--- config.mk ---
export PLATFORM = sky130hd
export DESIGN_NAME = sqrt_csel_adder
export DESIGN_NICKNAME = d
export VERILOG_FILES = /design/src/rtl/sqcsel_pkg.sv /design/src/rtl/rca_unit.sv /design/src/rtl/excess1_conv.sv /design/src/rtl/csel_datapath.sv /design/src/rtl/csel_control.sv /design/src/rtl/sqrt_csel_adder.sv
export SDC_FILE = /design/constraint.sdc
export NUM_CORES = 1
export LEC_CHECK = 0
export ABC_AREA = 1
export BUFFER_PORTS_ARGS = -buffer_cell sky130_fd_sc_hd__buf_2
export CORE_AREA = 2 2 46 48
export DETAILED_ROUTE_END_ITERATION = 7
export DIE_AREA = 0 0 48 50
export PLACE_DENSITY = 0.8
export SYNTH_ARGS = -nofsm -noshare
export SYNTH_HDL_FRONTEND = slang
export SYNTH_SLANG_ARGS = --single-unit
--- constraint.sdc ---
create_clock -name vclk -period 3.15
set_clock_uncertainty 0.2 [all_clocks]
set_input_delay 0.1575 -clock vclk [all_inputs]
set_output_delay 0.1575 -clock vclk [all_outputs]
set_load 0.005 [all_outputs]
--- src/rtl/sqcsel_pkg.sv ---
package sqcsel_pkg;
  localparam int GROUP_COUNT = 5;
  localparam int BASE_WIDTH  = 2;

  // width of group g: lowest two groups share BASE_WIDTH, then one wider each step
  function automatic int groupWidth(input int g);
    return (g == 0) ? BASE_WIDTH : BASE_WIDTH + g - 1;
  endfunction

  // least significant bit position of group g
  function automatic int groupLsb(input int g);
    int acc;
    acc = 0;
    for (int i = 0; i < g; i++) acc += groupWidth(i);
    return acc;
  endfunction

  localparam int ADD_WIDTH = groupLsb(GROUP_COUNT);

  // select strobes from control to datapath, one per upper group
  typedef struct packed {
    logic [GROUP_COUNT-1:1] useInc;
  } selStrobes_t;
endpackage

--- src/rtl/rca_unit.sv ---
module rca_unit #(
  parameter int W = 4
) (
  input  logic [W-1:0] opA,
  input  logic [W-1:0] opB,
  input  logic         carryIn,
  output logic [W-1:0] sumOut,
  output logic         carryOut
);
  logic [W:0] chain;

  assign chain[0] = carryIn;

  for (genvar i = 0; i < W; i++) begin : bitCell
    logic halfSum;
    assign halfSum      = opA[i] ^ opB[i];
    assign sumOut[i]    = halfSum ^ chain[i];
    assign chain[i+1]   = (opA[i] & opB[i]) | (chain[i] & halfSum);
  end

  assign carryOut = chain[W];
endmodule

--- src/rtl/excess1_conv.sv ---
module excess1_conv #(
  parameter int W = 5
) (
  input  logic [W-1:0] binIn,
  output logic [W-1:0] incOut
);
  logic [W-1:0] lowerOnes;

  assign lowerOnes[0] = 1'b1;
  for (genvar i = 1; i < W; i++) begin : prefix
    assign lowerOnes[i] = lowerOnes[i-1] & binIn[i-1];
  end

  for (genvar i = 0; i < W; i++) begin : flip
    assign incOut[i] = binIn[i] ^ lowerOnes[i];
  end
endmodule

--- src/rtl/csel_datapath.sv ---
module csel_datapath
  import sqcsel_pkg::*;
(
  input  logic [ADD_WIDTH-1:0]   opA,
  input  logic [ADD_WIDTH-1:0]   opB,
  input  logic                   carryIn,
  input  selStrobes_t            strobes,
  output logic [ADD_WIDTH-1:0]   sumOut,
  output logic [GROUP_COUNT-1:0] carry0Vec,
  output logic [GROUP_COUNT-1:1] carry1Vec
);
  for (genvar g = 0; g < GROUP_COUNT; g++) begin : grp
    localparam int GW = groupWidth(g);
    localparam int GL = groupLsb(g);

    if (g == 0) begin : lowGroup
      rca_unit #(.W(GW)) u_rca (
        .opA     (opA[GL +: GW]),
        .opB     (opB[GL +: GW]),
        .carryIn (carryIn),
        .sumOut  (sumOut[GL +: GW]),
        .carryOut(carry0Vec[g])
      );
    end else begin : upperGroup
      logic [GW-1:0] zeroSum;
      logic          zeroCarry;
      logic [GW:0]   incRes;

      rca_unit #(.W(GW)) u_rca (
        .opA     (opA[GL +: GW]),
        .opB     (opB[GL +: GW]),
        .carryIn (1'b0),
        .sumOut  (zeroSum),
        .carryOut(zeroCarry)
      );

      excess1_conv #(.W(GW + 1)) u_inc (
        .binIn (({zeroCarry, zeroSum})),
        .incOut(incRes)
      );

      assign carry0Vec[g]     = zeroCarry;
      assign carry1Vec[g]     = incRes[GW];
      assign sumOut[GL +: GW] = strobes.useInc[g] ? incRes[GW-1:0] : zeroSum;
    end
  end
endmodule

--- src/rtl/csel_control.sv ---
module csel_control
  import sqcsel_pkg::*;
(
  input  logic [GROUP_COUNT-1:0] carry0Vec,
  input  logic [GROUP_COUNT-1:1] carry1Vec,
  output selStrobes_t            strobes,
  output logic                   carryOut
);
  logic [GROUP_COUNT-1:0] groupCarry;

  always_comb begin
    groupCarry[0] = carry0Vec[0];
    for (int g = 1; g < GROUP_COUNT; g++) begin
      strobes.useInc[g] = groupCarry[g-1];
      groupCarry[g]     = groupCarry[g-1] ? carry1Vec[g] : carry0Vec[g];
    end
  end

  assign carryOut = groupCarry[GROUP_COUNT-1];
endmodule

--- src/rtl/sqrt_csel_adder.sv ---
module sqrt_csel_adder
  import sqcsel_pkg::*;
(
  input  logic [ADD_WIDTH-1:0] a,
  input  logic [ADD_WIDTH-1:0] b,
  input  logic                 cin,
  output logic [ADD_WIDTH-1:0] sum,
  output logic                 cout
);
  selStrobes_t            strobes;
  logic [GROUP_COUNT-1:0] carry0Vec;
  logic [GROUP_COUNT-1:1] carry1Vec;

  csel_datapath u_datapath (
    .opA      (a),
    .opB      (b),
    .carryIn  (cin),
    .strobes  (strobes),
    .sumOut   (sum),
    .carry0Vec(carry0Vec),
    .carry1Vec(carry1Vec)
  );

  csel_control u_control (
    .carry0Vec(carry0Vec),
    .carry1Vec(carry1Vec),
    .strobes  (strobes),
    .carryOut (cout)
  );
endmodule

==> flow_summary.ini, run 1 <==
[status]
status = finished clean

[finish]
n_antenna_cell = 0
n_clock_buffer = 0
regArea_um2 = 0
final_cells = 170
seq_cell_count = 0
fin_area_um2 = 1100
fin_nets = 204
drive_above_1_share = 0.455
area_growth_pct = 36.0
fin_util = 0.580

[yosys]
synthMuxAreaShare = 0.0278
synth-compound-area-share = 0.00617
yosysSeqAreaShare = 0
yosysUniqueCellTypes = 15
synth_nets = 152
synth_top_area_frac = 0.296
yosysWarnings = 0
synth_top_cell_by_area = fa_1
synthTopCellsByCount = inv_1, ha_1, nand3_1, nand2_1, fa_1
syn_inst = 93
synth_top_family_by_area = adder cells
yosys.area_share.simple = 0.301
synth-adder-area-share = 0.512
synth_area_um2 = 811
synth.most_common_cell = inv_1
synth.area.top_cells = fa_1, ha_1, nand3_1
synth-xor-area-share = 0.0648
syn_avg_cell_area_um2 = 8.72

[floorplan]
dieWidth_um = 48
num_rows = 16
start_util = 0.426
die_area_um2 = 2400
fp.dieH_um = 50
ios = 50
core_area_um2 = 1900

[setup_path]
required_ps = 2790
path_buf_inv = 5
critPathMaxFanout = 6
critPathKind = primary input to output port
path_cells = buf_2 -> ha_1 -> fa_1 -> fa_1 -> inv_1 -> fa_1 -> inv_1 -> ha_1 -> xor2_2 -> inv_1 -> nand3_2 -> nand3_1 -> nand2_1 -> buf_2
worst_setup_path_end_kind = output port
max_stage_delay_ps = 420
crit_slowest_cell = fa_1
worstSetupStartpoint = a[7]
startpoint_type = primary input
arrival_ps = 2630
cp_top_family = adder cells

[global_route]
antenna_found_initial = 0
grt_max_degree = 8
grt_first_pass_wirelength_um = 2770
grt_usage = 0.150
grt-ovfl-total = 0
grt_pass1_vias = 768

[sta]
tightest_slew_ps = 250
fin_crit_ps = 2990
grt_setup_unrepaired = no
fin_crit_sh = 0.949
final-hold-violation-count = 0
slew_headroom = 0.832
maxSlewViolCount = 0
max_clock_freq_mhz = 334
fin_tns_setup_ps = 0
setup_violations = 0

[placed_design]
post_dp_cell_area_um2 = 1090
port_buffers = 50
place_congestion = 0.718
dp_cells = 170
dpl.hpwl_um = 1660

[job]
max_cap_viol_count = 0

[route]
avgViaCountPerCell = 4.57
routed_wl_um = 1740
drt_iter0_markers = 4
vias = 777
drc = 0
detail-route-antenna-nets = 0
wire_per_inst_um = 10.2
dr.pass1.iters = 3

[worst_hold_path]
min_to = sum[0]
min_path_cells = 3
worstHoldStart = cin
min_path_type = primary input to output port

[power]
p_leak_nw = 0.666
power_density_nw_per_um2 = 279
ir_drop_mv = 0.132
finalPower_mw = 0.307

[clocking]
postCtsSetupRepairBufs = 0
## timing repair
action / in CTS / in global routing
setup endpoints to repair: 0 / 2
hold buffers: 0 / 0
resized for setup: 0 / 1
## how the worst max path moves through the flow
stage / to / slack, ps / cells past startpoint
2_1_floorplan: cout / 510 / 12
3_3_place_gp: sum[12] / 250 / 14
3_5_place_dp: sum[12] / 140 / 14
4_1_cts: sum[12] / 150 / 14
5_1_grt: sum[13] / 6 / 13
6_report: sum[12] / 160 / 14
## layout make-up
cell class | count | area [um^2]
Fill cell | 189 | 800
Multi-Input combinational cell | 74 | 747
Timing Repair Buffer | 50 | 250
Inverter | 19 | 71.3
Tap cell | 27 | 33.8
## tightest hold or removal path: cells and delay by family
kind | cells | cell delay (ps)
buf+inv | 2 | 180
fa+ha+maj | 1 | 140
## through the flow
step | hold slack [ps] | setup slack, ps
finish | 444 | 160
global route | 496 | 5.79
CTS | 449 | 151
detailed placement | 449 | 143
global placement | 444 | 254
floorplan | 264 | 513
## power by group
part,switching (mW),internal [mW],leakage [nW]
Sequential,0,0,0
Combinational,0.159,0.148,0.666
Clock,0,0,0
## cells in the final DEF, fill, tap and decap left out, drive strengths merged
cell,n
a21oi,1
buf,50
fa,12
ha,14
inv,19
mux2,2
nand2,20
nand3,18
nor2,1
xnor2,3
xor2,3
## routing by layer
metal / up-vias / routed length (um) / GRT usage
li1: 395 / - / -
met1: 351 / 628 / 0.161
met2: 29 / 1010 / 0.287
met3: 2 / 92 / 0.0147
met4: 0 / 8 / 0.0405
met5: - / 0 / 0
## cell families after synthesis
family                     after synthesis
buffers and inverters                   19
and+or+nand+nor                         39
adders and majority gates               26
AOI/OAI and AO/OA                        1
muxes                                    2
xor gates and xnor gates                 6
Power figures use the tool's default switching activity.
==> run 2, diff against run 1 <==
Settings changed: PLACE_DENSITY 0.8 to 0.89.
==> run 2 against run 1 <==
Net effect: core utilization unchanged; global-route usage up 1.3 points; power up 0.90%; critical endpoint unchanged.
==> flow_summary.ini, run 2 (synthesized netlist as in run 1, its figures left out) <==
[status]
status = finished clean

[placed_design]
place_congestion = 0.706
port_buffers = 50
pre_cts_ws_ps = 145
dpl.hpwl_um = 1670

[sta]
fin_crit_ps = 2950
slew_headroom = 0.823
max_clock_freq_mhz = 339
maxSlewViolCount = 0
tightest_slew_ps = 264
fin_ws_ps = 197
final-hold-violation-count = 0
fin_crit_sh = 0.937
hold_ws_ps = 440
setup_violations = 0

[finish]
area_growth_pct = 36.0
n_antenna_cell = 0
fin_nets = 204
n_clock_buffer = 0
drive_above_1_share = 0.455
layout_commonest_cell = buf_2
seq_cell_count = 0
regArea_um2 = 0
final_cell_mix = buf_2, inv_1, nand3_1, ha_1, nand2_1

[setup_path]
critPathKind = primary input to output port
max_stage_delay_ps = 430
path_buf_inv = 5
cp_top_family = adder cells
path_cells = buf_2 -> ha_1 -> fa_1 -> fa_1 -> inv_1 -> fa_1 -> inv_1 -> ha_1 -> xor2_2 -> inv_1 -> nand3_2 -> nand3_1 -> nand2_1 -> buf_2
required_ps = 2790
arrival_ps = 2600
critPathMaxFanout = 6
worst_setup_path_end_kind = output port
startpoint_type = primary input
crit_slowest_cell = fa_1

[global_route]
grt_usage = 0.163
grt-ovfl-total = 0
grt_first_pass_wirelength_um = 3070
grt_max_degree = 8
antenna_found_initial = 0
grt_pass1_vias = 832

[worst_hold_path]
min_path_type = primary input to output port

[floorplan]
num_rows = 16
fp.dieH_um = 50
die_area_um2 = 2400
ios = 50
start_util = 0.426
dieWidth_um = 48
core_area_um2 = 1900

[power]
p_leak_nw = 0.666
finalPower_mw = 0.310
ir_drop_mv = 0.151
power_density_nw_per_um2 = 281

[route]
vias = 801
wire_per_inst_um = 10.3
drc = 0
routed_wl_um = 1750
dr.pass1.iters = 4
detail-route-antenna-nets = 0
drt_iter0_markers = 1
avgViaCountPerCell = 4.71

[job]
max_cap_viol_count = 0

[clocking]
ctsHoldBuffers = 0
postCtsSetupRepairBufs = 0
-- run 2: worst paths after layout --
path | slack [ps] | cells past startpoint | endpoint | startpoint
setup / recovery | 200 | 14 | sum[12] | a[7]
hold / removal | 440 | 3 | sum[0] | cin
-- run 2: area by class of cell --
class	instances	area [um^2]
Tap cell	27	33.8
Inverter	19	71.3
Fill cell	165	800
Timing Repair Buffer	50	250
Multi-Input combinational cell	74	747
-- run 2: stage by stage --
step | cells | util | instance area, um^2 | TNS (ps)
after floorplan | 93 | - | 811 | 0
after global placement | 170 | 0.576 | 1090 | 0
after detailed placement | 170 | 0.576 | 1090 | 0
after CTS | 170 | 0.576 | 1090 | 0
after global routing | 170 | 0.580 | 1100 | -15.6
final | 170 | 0.580 | 1100 | 0
-- run 2: power by group --
group / internal, mW / total (mW) / switching [mW]
Sequential: 0 / 0 / 0
Clock: 0 / 0 / 0
Combinational: 0.149 / 0.310 / 0.161
Total: 0.149 / 0.310 / 0.161
-- run 2: per-layer routing --
layer,global-route usage,vias to the layer above,share of wire
met5,0,-,0
met3,0,0,0.038
met2,0.356,22,0.63
li1,-,396,-
met4,0,0,0
met1,0.164,383,0.33
-- run 2: repair_timing --
item	4_1_cts	5_1_grt
hold endpoints to repair	0	0
resized for setup	0	1
endpoints found under the setup margin	0	1
-- run 2: tightest hold or removal path, delay by kind of cell --
| kind | cells | cell delay (ps) |
|---|---|---|
| fa+ha+maj | 1 | 140 |
| buf+inv | 2 | 180 |
